File: src/rtl/piso_pkg.sv
package piso_pkg;

    // Registered view of the effective shift clock (sclk | sinh).
    typedef struct packed {
        logic eff;
    } clk_hist_t;

    localparam clk_hist_t CLK_HIST_RESET = '{eff: 1'b0};

endpackage

File: src/rtl/piso_edge.sv
module piso_edge
    import piso_pkg::*;
(
    input  logic clk,
    input  logic rst,
    input  logic sclk,
    input  logic sinh,
    output logic rise
);

    clk_hist_t hist_d, hist_q;
    logic      eff_now;

    always_comb begin
        eff_now    = sclk | sinh;
        rise       = eff_now & ~hist_q.eff;
        hist_d     = hist_q;
        hist_d.eff = eff_now;
        if (rst) begin
            hist_d = CLK_HIST_RESET;
        end
    end

    always_ff @(posedge clk) begin
        hist_q <= hist_d;
    end

    // a rise is a single-cycle event; the history must follow it
    p_single_rise_r3: assert property (@(posedge clk) disable iff (rst)
        rise |=> !rise);

endmodule

File: src/rtl/piso_stages.sv
module piso_stages #(
    parameter int WIDTH = 8
) (
    input  logic             clk,
    input  logic             rst,
    input  logic             load_n,
    input  logic             shift_en,
    input  logic [WIDTH-1:0] par_in,
    input  logic             ser_in,
    output logic [WIDTH-1:0] bits
);

    localparam int LAST = WIDTH - 1;

    typedef struct packed {
        logic [WIDTH-1:0] bits;
    } stage_st_t;

    stage_st_t        st_d, st_q;
    logic [WIDTH-1:0] shifted;

    for (genvar i = 0; i < WIDTH; i++) begin : g_stage
        if (i == 0) begin : g_first
            assign shifted[i] = ser_in;
        end else begin : g_next
            assign shifted[i] = st_q.bits[i-1];
        end
    end

    always_comb begin
        st_d = st_q;
        if (!load_n) begin
            st_d.bits = par_in;
        end else if (shift_en) begin
            st_d.bits = shifted;
        end
        if (rst) begin
            st_d.bits = '0;
        end
    end

    always_ff @(posedge clk) begin
        st_q <= st_d;
    end

    assign bits = st_q.bits;

    // reset empties every stage
    p_reset_clear_r1: assert property (@(posedge clk)
        rst |=> (st_q.bits == '0));

    // capture takes the parallel word
    p_capture_r2: assert property (@(posedge clk) disable iff (rst)
        !load_n |=> (st_q.bits == $past(par_in)));

    // one place toward the last stage, serial bit at the first
    p_shift_r3: assert property (@(posedge clk) disable iff (rst)
        (load_n && shift_en) |=>
            (st_q.bits == {$past(st_q.bits[LAST-1:0]), $past(ser_in)}));

    // no rise and no capture means the contents hold
    p_hold_r5: assert property (@(posedge clk) disable iff (rst)
        (load_n && !shift_en) |=> $stable(st_q.bits));

endmodule

File: src/rtl/piso_shift_reg.sv
module piso_shift_reg #(
    parameter int WIDTH = 8
) (
    input  logic             clk,
    input  logic             rst,
    input  logic             load_n,
    input  logic [WIDTH-1:0] par_in,
    input  logic             ser_in,
    input  logic             sclk,
    input  logic             sinh,
    output logic             ser_out,
    output logic             ser_out_n
);

    localparam int LAST = WIDTH - 1;

    logic             rise;
    logic [WIDTH-1:0] bits;

    piso_edge i_edge (
        .clk  (clk),
        .rst  (rst),
        .sclk (sclk),
        .sinh (sinh),
        .rise (rise)
    );

    piso_stages #(.WIDTH(WIDTH)) i_stages (
        .clk      (clk),
        .rst      (rst),
        .load_n   (load_n),
        .shift_en (rise),
        .par_in   (par_in),
        .ser_in   (ser_in),
        .bits     (bits)
    );

    assign ser_out   = bits[LAST];
    assign ser_out_n = ~bits[LAST];

    // with sclk held high, the output cannot move outside a capture
    p_freeze_out_r5: assert property (@(posedge clk) disable iff (rst)
        (load_n && sclk && $past(sclk)) |=> $stable(ser_out));

endmodule

File: config.mk
export PLATFORM = sky130hd
export DESIGN_NAME = piso_shift_reg
export DESIGN_NICKNAME = d
export VERILOG_FILES = /design/src/rtl/piso_pkg.sv /design/src/rtl/piso_edge.sv /design/src/rtl/piso_stages.sv /design/src/rtl/piso_shift_reg.sv
export SDC_FILE = /design/constraint.sdc
export NUM_CORES = 1
export LEC_CHECK = 0
export ABC_AREA = 1
export BUFFER_PORTS_ARGS = -buffer_cell sky130_fd_sc_hd__buf_2
export CORE_AREA = 2 2 39 41
export DETAILED_ROUTE_END_ITERATION = 8
export DIE_AREA = 0 0 41 43
export SKIP_CTS_REPAIR_TIMING = 1
export SYNTH_ARGS = -nofsm -noshare
export SYNTH_HDL_FRONTEND = slang
export SYNTH_SLANG_ARGS = --single-unit
File: constraint.sdc
create_clock -name clk -period 1.1 [get_ports clk]
set_clock_uncertainty 0.1 [all_clocks]
set_input_delay 0.22 -clock clk [delete_from_list [all_inputs] [get_ports clk]]
set_output_delay 0.22 -clock clk [all_outputs]
set_load 0.02 [all_outputs]
==> flow_summary_export.csv, run 1 <==
group,metric,value,unit
run_status,status,"finished, final reports clean",
placement,gp_congestion,0.6818,
job,maxCapViolations,0,
logic_synthesis,synth_seq_cells,9,
worst_setup_path,crit_end,"ser_out_n",
clock_network,cts_buffers,3,
die,rows,14,
logic_synthesis,syn_area,488.0,µm²
logic_synthesis,synthCells,75,
cells_and_area,layout_common_cells,"23 x nand2_1, 17 x nor2_1, 14 x buf_2",
logic_synthesis,synth_top_family_by_area,"simple AND/OR/NAND/NOR gates",
die,die_h,43,µm
worst_setup_path,r2r_end,"i_stages.bits[5]",
worst_setup_path,critPathMaxFanout,2,
cells_and_area,postLayoutCellArea,595.6,µm²
die,initial_core_util,0.3526,
worst_setup_path,crit_arrival,0.75,ns
logic_synthesis,syn_nets,89,
logic_synthesis,synth_compound_area_frac,0.1462,
placement,port_buffers,15,
worst_setup_path,cp-start-kind,"flip-flop",
logic_synthesis,synth_simple_gate_area_frac,0.3308,
sta,final.period_utilization,0.9686,
clock_network,cts-root-buf,"clkbuf_4",
die,die_w,41,µm
logic_synthesis,synthMuxAreaShare,0,
worst_setup_path,worst_ep_required_time,0.78,ns
logic_synthesis,syn_area_per_cell,6.506,µm²
die,die_area,0.001763,mm²
grt,grt_pass1_vias,388,
detailed_routing,drtPass1Iterations,4,
logic_synthesis,ys_warn_count,0,
sta,finalCriticalPeriod,1.065,ns
worst_setup_path,r2r_slack,0.15,ns
logic_synthesis,synth-adder-area-share,0,
detailed_routing,drc,0,
cells_and_area,layout-drive-gt1-share,0.2500,
cells_and_area,final_nets,107,
cells_and_area,final_util,0.4304,
clock_network,cts_tree,"done",
clock_network,cts_max_level,1,
grt,grt_pass1_wl,1.435,mm
detailed_routing,postRouteWirelength,859,µm
detailed_routing,ant_nets,0,
logic_synthesis,yosysUniqueCellTypes,11,
cells_and_area,antenna_cells,0,
detailed_routing,routed_via_density,4.259,
sta,rsz0062_at_grt,"true",
power,power.density,1317,mW/mm²
sta,relSlewSlack,0.8010,
clock_network,clock_latency,0.26,ns
worst_setup_path,worstSetupEndpointType,"output port",
detailed_routing,vias,460,
sta,slew_violations,0,
clock_network,clk_path_buf_depth,2,
power,ir_worst_vdd,0.4743,mV
sta,fmax,938.5,MHz
cells_and_area,fillers,145,
placement,dpl.cell_count,104,
clock_network,clock-sinks,9,
grt,antenna_found_initial,0,
placement,place_area,556.8,µm²
cells_and_area,syn_to_final_growth,22.05,%
detailed_routing,wl_per_cell,7.954,µm
detailed_routing,drt_iter0_markers,9,
logic_synthesis,synth_xor_area_frac,0,
die,core-area,0.001384,mm²
sta,finalHoldViolations,0,
cells_and_area,final-seq-area,181.4,µm²
die,io_pins,16,
grt,track_usage,0.1258,
grt,grt_max_degree,19,
grt,grt-ovfl-total,0,
sta,tightest_slew,0.2986,ns
placement,place_hpwl,644.8,µm
logic_synthesis,synth_seq_area_share,0.3692,
cells_and_area,final_cells,108,
worst_setup_path,cp-startpoint,"i_stages.bits[7]",
sta,fin_tns_setup,0,ns
worst_setup_path,crit_type,"flip-flop to output port",
hold_path,hp-class,"primary input to flip-flop",
cells_and_area,final_common_cell,"nand2_1",
sta,finalSetupViolCount,0,
power,p_leak,0.3396,nW
worst_setup_path,worst-r2r-cell-count,6,
worst_setup_path,reg2reg_from,"i_edge.hist_q",
clock_network,cts.clk_slew.worst_paths,0.06,ns
cells_and_area,multi_input_area,237.7,µm²
[synthesized netlist by cell type (all sizes together)]
master   n  area share
a21oi    1       0.010
buf      3       0.069
dfxtp    9        0.37
inv     11       0.085
nand2   24        0.19
nand3    1       0.010
nor2    17        0.13
o21a     7        0.11
o21ai    2       0.028
[kinds of logic (layout without fill, tap and decap cells)]
kind of cell	after synthesis	count (layout)
buffers and inverters	14	31
and+or+nand+nor	42	42
DFF	9	9
AOI/OAI and AO/OA	10	10
[worst min-delay path by stage]
stage	startpoint	end	slack (ns)	cells past startpoint
floorplan	rst	i_edge.hist_q	0.19	1
global route	rst	i_edge.hist_q	0.01	2
finish	rst	i_edge.hist_q	0.02	2
global placement	rst	i_edge.hist_q	0.30	2
CTS	rst	i_edge.hist_q	0.005	2
detailed placement	rst	i_edge.hist_q	0.30	2
[critical path: stages (launching register included)]
cell and delay [ns]:
dfxtp_2 0.33, inv_2 0.04, buf_6 0.12
[cell type report]
type	count	area share
repair buffers	16	0.1492
well taps	16	0.03361
inverters	11	0.06933
clock buffers	4	0.04412
multi-input cells	52	0.3992
flip-flops and latches	9	0.3046
[power breakdown]
part	internal (W)	switching [W]
sequential	0.000354	0.0000132
combinational	0.0000696	0.0000822
clock	0.000140	0.000125
[flip-flops by register name (all words and copies together) (netlist names)]
register       flops
i_edge.hist_q      1
i_stages.bits      8
[per-stage QoR]
stage	total power [W]	worst slack [ns]	hold slack, ns
after floorplan	0.0004847	0.1410	0.1924
after global placement	0.0005169	-0.01104	0.2953
after detailed placement	0.0005195	-0.02229	0.2975
after CTS	0.0007919	-0.02851	0.004690
after global routing	0.0008390	-0.01643	0.01255
final	0.0007844	0.03452	0.01987
[per-layer routing]
metal | track usage | part of all wire
met5 | 0 | 0
met4 | 0.1200 | 0.017
met3 | 0.03141 | 0.035
met2 | 0.1875 | 0.49
met1 | 0.1327 | 0.46
(Power assumes the default switching activity.)
==> run 2: changes to the inputs <==
--- a/config.mk
+++ b/config.mk
@@ -10,2 +10,3 @@
 export CORE_AREA = 2 2 39 41
+export CTS_BUF_LIST = sky130_fd_sc_hd__clkbuf_8 sky130_fd_sc_hd__clkbuf_16
 export DETAILED_ROUTE_END_ITERATION = 8
--- a/constraint.sdc
+++ b/constraint.sdc
@@ -4,2 +4,2 @@
 set_output_delay 0.22 -clock clk [all_outputs]
-set_load 0.02 [all_outputs]
+set_load 0.005 [all_outputs]
==> run 2 against run 1 <==
  * Clock power increased by 44%
  * Highest routed layer unchanged
  * Critical path type unchanged
  * Largest cell class unchanged
  * Count of clock-buffer cells in the layout decreased by 1
  * Via count increased by 1.1%
==> flow_summary_export.csv, run 2 (synthesized netlist as in run 1, its figures left out) <==
group,metric,value,unit
run_status,status,"finished, final reports clean",
power,power.density,1463,mW/mm²
detailed_routing,ant_nets,0,
hold_path,min_from,"rst",
sta,fmax,974.4,MHz
detailed_routing,drt_iter0_markers,11,
clock_network,cts-root-buf,"clkbuf_8",
detailed_routing,routed_via_density,4.306,
worst_setup_path,cp-start-kind,"flip-flop",
grt,grt_pass1_vias,390,
die,die_w,41,µm
placement,place_area,556.8,µm²
grt,busiest_layer,"met2",
worst_setup_path,crit_arrival,0.71,ns
worst_setup_path,cp_cell_sequence,"inv_1 -> buf_2",
clock_network,cts_tree,"done",
sta,slew_violations,0,
detailed_routing,wl_per_cell,7.833,µm
grt,grt_pass1_wl,1.449,mm
clock_network,clock_latency,0.24,ns
placement,port_buffers,15,
die,rows,14,
worst_setup_path,reg2reg_from,"i_edge.hist_q",
die,die_h,43,µm
placement,gp_congestion,0.6818,
worst_setup_path,worst_ep_required_time,0.78,ns
sta,fin_tns_setup,0,ns
worst_setup_path,critPathMaxFanout,2,
sta,final.period_utilization,0.9330,
cells_and_area,final_cells,108,
die,core-area,0.001384,mm²
grt,grt-ovfl-total,0,
grt,gr-usage-met2,0.1875,
cells_and_area,fillers,144,
worst_setup_path,r2r_end,"i_stages.bits[5]",
sta,whs,0.05282,ns
detailed_routing,drtPass1Iterations,4,
grt,grt_use_met1,0.1359,
worst_setup_path,worst-r2r-cell-count,6,
grt,antenna_found_initial,0,
hold_path,holdPathEnd,"i_edge.hist_q",
grt,grt_max_degree,19,
placement,place_ws,-0.02229,ns
grt,track_usage,0.1268,
worst_setup_path,r2r_slack,0.16,ns
worst_setup_path,crit_type,"flip-flop to output port",
worst_setup_path,slowest_delay,0.31,ns
detailed_routing,vias,465,
clock_network,cts_max_level,1,
placement,dpl.cell_count,104,
power,p_leak,0.3486,nW
cells_and_area,largest_reg_flops,8,
sta,finalHoldViolations,0,
sta,tightest_slew,0.2978,ns
job,maxCapViolations,0,
placement,place_hpwl,644.8,µm
worst_setup_path,worstSetupEndpointType,"output port",
clock_network,clock-sinks,9,
sta,relSlewSlack,0.8015,
sta,rsz0062_at_grt,"false",
die,io_pins,16,
detailed_routing,drc,0,
sta,fin_ws,0.07372,ns
worst_setup_path,crit_slowest_cell,"dfxtp_2",
cells_and_area,layout_common_cells,"23 x nand2_1, 17 x nor2_1, 15 x buf_2",
cells_and_area,final_nets,107,
clock_network,cts_buffers,3,
cells_and_area,final_common_cell,"nand2_1",
clock_network,clk_path_buf_depth,2,
power,ir_worst_vdd,0.5645,mV
cells_and_area,layout-drive-gt1-share,0.2391,
sta,finalCriticalPeriod,1.026,ns
clock_network,cts.clk_slew.worst_paths,0.04,ns
hold_path,hp-class,"primary input to flip-flop",
cells_and_area,postLayoutCellArea,608.1,µm²
cells_and_area,syn_to_final_growth,24.62,%
die,die_area,0.001763,mm²
die,initial_core_util,0.3526,
detailed_routing,postRouteWirelength,846,µm
cells_and_area,antenna_cells,0,
grt,grt.met3_usage,0.04712,
hold_path,hold_depth,2,
sta,finalSetupViolCount,0,
[run 2: worst max-delay path: cells and delay by family, from the launching register on]
| family | cells | cell delay, ns |
|---|---|---|
| buffers and inverters | 2 | 0.17 |
| flip-flops | 1 | 0.31 |
[run 2: worst max-delay path by stage]
| stage | from | end | slack (ns) | depth (start not counted) |
|---|---|---|---|---|
| 5_1_grt | i_edge.hist_q | i_stages.bits[3] | 0.006 | 6 |
| 3_5_place_dp | load_n | i_stages.bits[5] | -0.02 | 5 |
| 2_1_floorplan | i_edge.hist_q | i_stages.bits[0] | 0.14 | 6 |
| 3_3_place_gp | load_n | i_stages.bits[6] | -0.01 | 5 |
| 4_1_cts | i_stages.bits[7] | ser_out_n | 0.05 | 2 |
| 6_report | i_stages.bits[7] | ser_out_n | 0.07 | 2 |
[run 2: routing by layer]
metal	part of all wire	up-vias
met1	0.45	198
met2	0.48	10
met4	0.020	0
li1	-	255
met5	0	-
met3	0.046	2
[run 2: final cells by class]
type | count | area [µm²] | area share
tap | 16 | 20.02 | 0.03292
timing repair buffer | 16 | 82.58 | 0.1358
sequential | 9 | 181.4 | 0.2984
multi-input combinational | 52 | 237.7 | 0.3909
inverter | 11 | 41.29 | 0.06790
clock inverter | 1 | 3.754 | 0.006173
clock buffer | 3 | 41.29 | 0.06790
[run 2: where the power goes]
group          internal (W)  switching [W]
clock              0.000244       0.000138
sequential         0.000355      0.0000125
combinational     0.0000657      0.0000740
[run 2: stage by stage]
step / power, W / utilization
after CTS: 0.0009015 / 0.4349
after floorplan: 0.0004778 / -
after global placement: 0.0005098 / 0.4024
after global routing: 0.0009466 / 0.4394
final: 0.0008896 / 0.4394
after detailed placement: 0.0005123 / 0.4024
==> run 3: changes to the inputs <==
- HOLD_SLACK_MARGIN: unset -> 0.06
==> run 3 against run 2 <==
  * Fmax about the same
  * Core utilization up 0.72 points
  * First-iteration DRC count down 9.1%
  * Non-clock buffer count up 1
  * Clock power about the same
  * Combinational power about the same
  * Critical path type unchanged
  * Critical endpoint unchanged
  * Largest power group unchanged
==> flow_summary_export.csv, run 3 (synthesized netlist as in run 1, its figures left out) <==
group,metric,value,unit
run_status,status,"finished, final reports clean",
detailed_routing,drt_iter0_markers,10,
grt,antenna_found_initial,0,
die,die_w,41,µm
worst_setup_path,critPathTopFamily,"flip-flops",
worst_setup_path,crit_cells,2,
worst_setup_path,crit_arrival,0.71,ns
power,combPwrFrac,0.160,
detailed_routing,drc,0,
die,rows,14,
cells_and_area,final_util,0.4467,
worst_setup_path,cp-start-kind,"flip-flop",
sta,finalSetupViolCount,0,
sta,final.period_utilization,0.9325,
placement,port_buffers,15,
worst_setup_path,critPathMaxFanout,2,
die,die_h,43,µm
grt,track_usage,0.1268,
worst_setup_path,r2r_end,"i_stages.bits[5]",
sta,relSlewSlack,0.8014,
die,io_pins,16,
grt,grt_max_degree,19,
sta,tightest_slew,0.2979,ns
worst_setup_path,r2r_slack,0.15,ns
clock_network,clk_path_buf_depth,2,
job,maxCapViolations,0,
cells_and_area,largest_reg_flops,8,
detailed_routing,wl_per_cell,7.881,µm
power,ir_worst_vdd,0.5650,mV
worst_setup_path,slowest_delay,0.31,ns
worst_setup_path,cp-startpoint,"i_stages.bits[7]",
sta,fin_ws,0.07422,ns
worst_setup_path,worst-r2r-cell-count,6,
worst_setup_path,crit_type,"flip-flop to output port",
detailed_routing,vias,470,
clock_network,clock-sinks,9,
worst_setup_path,worstSetupEndpointType,"output port",
worst_setup_path,crit_slowest_cell,"dfxtp_2",
cells_and_area,syn_to_final_growth,26.67,%
placement,place_ws,-0.02229,ns
grt,grt_pass1_vias,390,
clock_network,cts_tree,"done",
clock_network,cts-root-buf,"clkbuf_8",
die,initial_core_util,0.3526,
power,p_leak,0.3528,nW
cells_and_area,final_nets,108,
detailed_routing,ant_nets,0,
sta,finalCriticalPeriod,1.026,ns
power,intPower,0.0006672,W
hold_path,hp-class,"primary input to flip-flop",
cells_and_area,final_common_cell,"nand2_1",
power,clkPwrFrac,0.428,
detailed_routing,dr_wl_met3,39,µm
detailed_routing,wl_met1,387,µm
grt,grt-ovfl-total,0,
power,swShare,0.2525,
die,core-area,0.001384,mm²
detailed_routing,postRouteWirelength,859,µm
clock_network,cts_buffers,3,
sta,finalHoldViolations,0,
detailed_routing,routed_via_density,4.312,
power,switching_power,0.0002253,W
cells_and_area,antenna_cells,0,
detailed_routing,met2_length,415,µm
clock_network,cts.clk_slew.worst_paths,0.04,ns
cells_and_area,layout_common_cells,"23 x nand2_1, 17 x nor2_1, 15 x buf_2",
power,power.density,1444,mW/mm²
detailed_routing,maxUsedRoutingLayer,"met4",
cells_and_area,layout-drive-gt1-share,0.2366,
worst_setup_path,crit_end,"ser_out_n",
detailed_routing,drtPass1Iterations,4,
placement,place_hpwl,644.8,µm
worst_setup_path,path_buf_inv,2,
sta,fmax,974.9,MHz
worst_setup_path,cp_cell_sequence,"inv_1 -> buf_2",
power,seqPwrFrac,0.412,
die,die_area,0.001763,mm²
placement,gp_congestion,0.6818,
worst_setup_path,worst_ep_required_time,0.78,ns
sta,rsz0062_at_grt,"false",
grt,grt_pass1_wl,1.449,mm
sta,slew_violations,0,
clock_network,clock_latency,0.24,ns
clock_network,cts_max_level,1,
worst_setup_path,reg2reg_from,"i_edge.hist_q",
power,power.total,0.0008925,W
run 3: cell types whose count changed in the layout (fill, tap and decap cells not counted), sizes merged:
cell         before  now
dlygate4sd3       0    1
run 3: through the flow:
step / instance area (µm²) / setup TNS [ns] / hold WS (ns) / instances
finish: 618.1 / 0 / 0.1208 / 109
global route: 618.1 / 0 / 0.1316 / 109
CTS: 601.8 / 0 / 0.04643 / 108
detailed placement: 556.8 / -0.07845 / 0.2975 / 104
global placement: 556.8 / -0.04517 / 0.2953 / 104
floorplan: 488.0 / 0 / 0.1924 / 75
run 3: worst min path at each step:
stage	depth (start not counted)	slack (ns)	end	from
floorplan	1	0.19	i_edge.hist_q	rst
global placement	2	0.30	i_edge.hist_q	rst
detailed placement	2	0.30	i_edge.hist_q	rst
CTS	2	0.05	i_edge.hist_q	rst
global route	3	0.13	i_edge.hist_q	sclk
finish	3	0.12	i_edge.hist_q	sclk
run 3: final cells by class:
type,instances,area (µm²)
Fill cell,142,765.7
Inverter,11,41.29
Clock buffer,3,41.29
Timing Repair Buffer,17,92.59
Multi-Input combinational cell,52,237.7
Tap cell,16,20.02
Clock inverter,1,3.754
Sequential cell,9,181.4
run 3: worst min-delay path: cells and delay by family:
family	cells	cell delay [ns]
buffers and inverters	1	0.10
and+or+nand+nor	2	0.10
run 3: metal layers:
layer / track usage / vias up
li1: - / 257
met1: 0.1359 / 201
met2: 0.1875 / 10
met3: 0.04712 / 2
met4: 0.1000 / 0
met5: 0 / -
run 3: power groups by stage:
stage / combinational (W) / sequential (W) / clock, W
after global placement: 0.000137 / 0.000373 / 0
final: 0.000143 / 0.000368 / 0.000382
after floorplan: 0.000107 / 0.000371 / 0
after detailed placement: 0.000139 / 0.000373 / 0
after global routing: 0.000168 / 0.000371 / 0.000411
after CTS: 0.000140 / 0.000367 / 0.000395
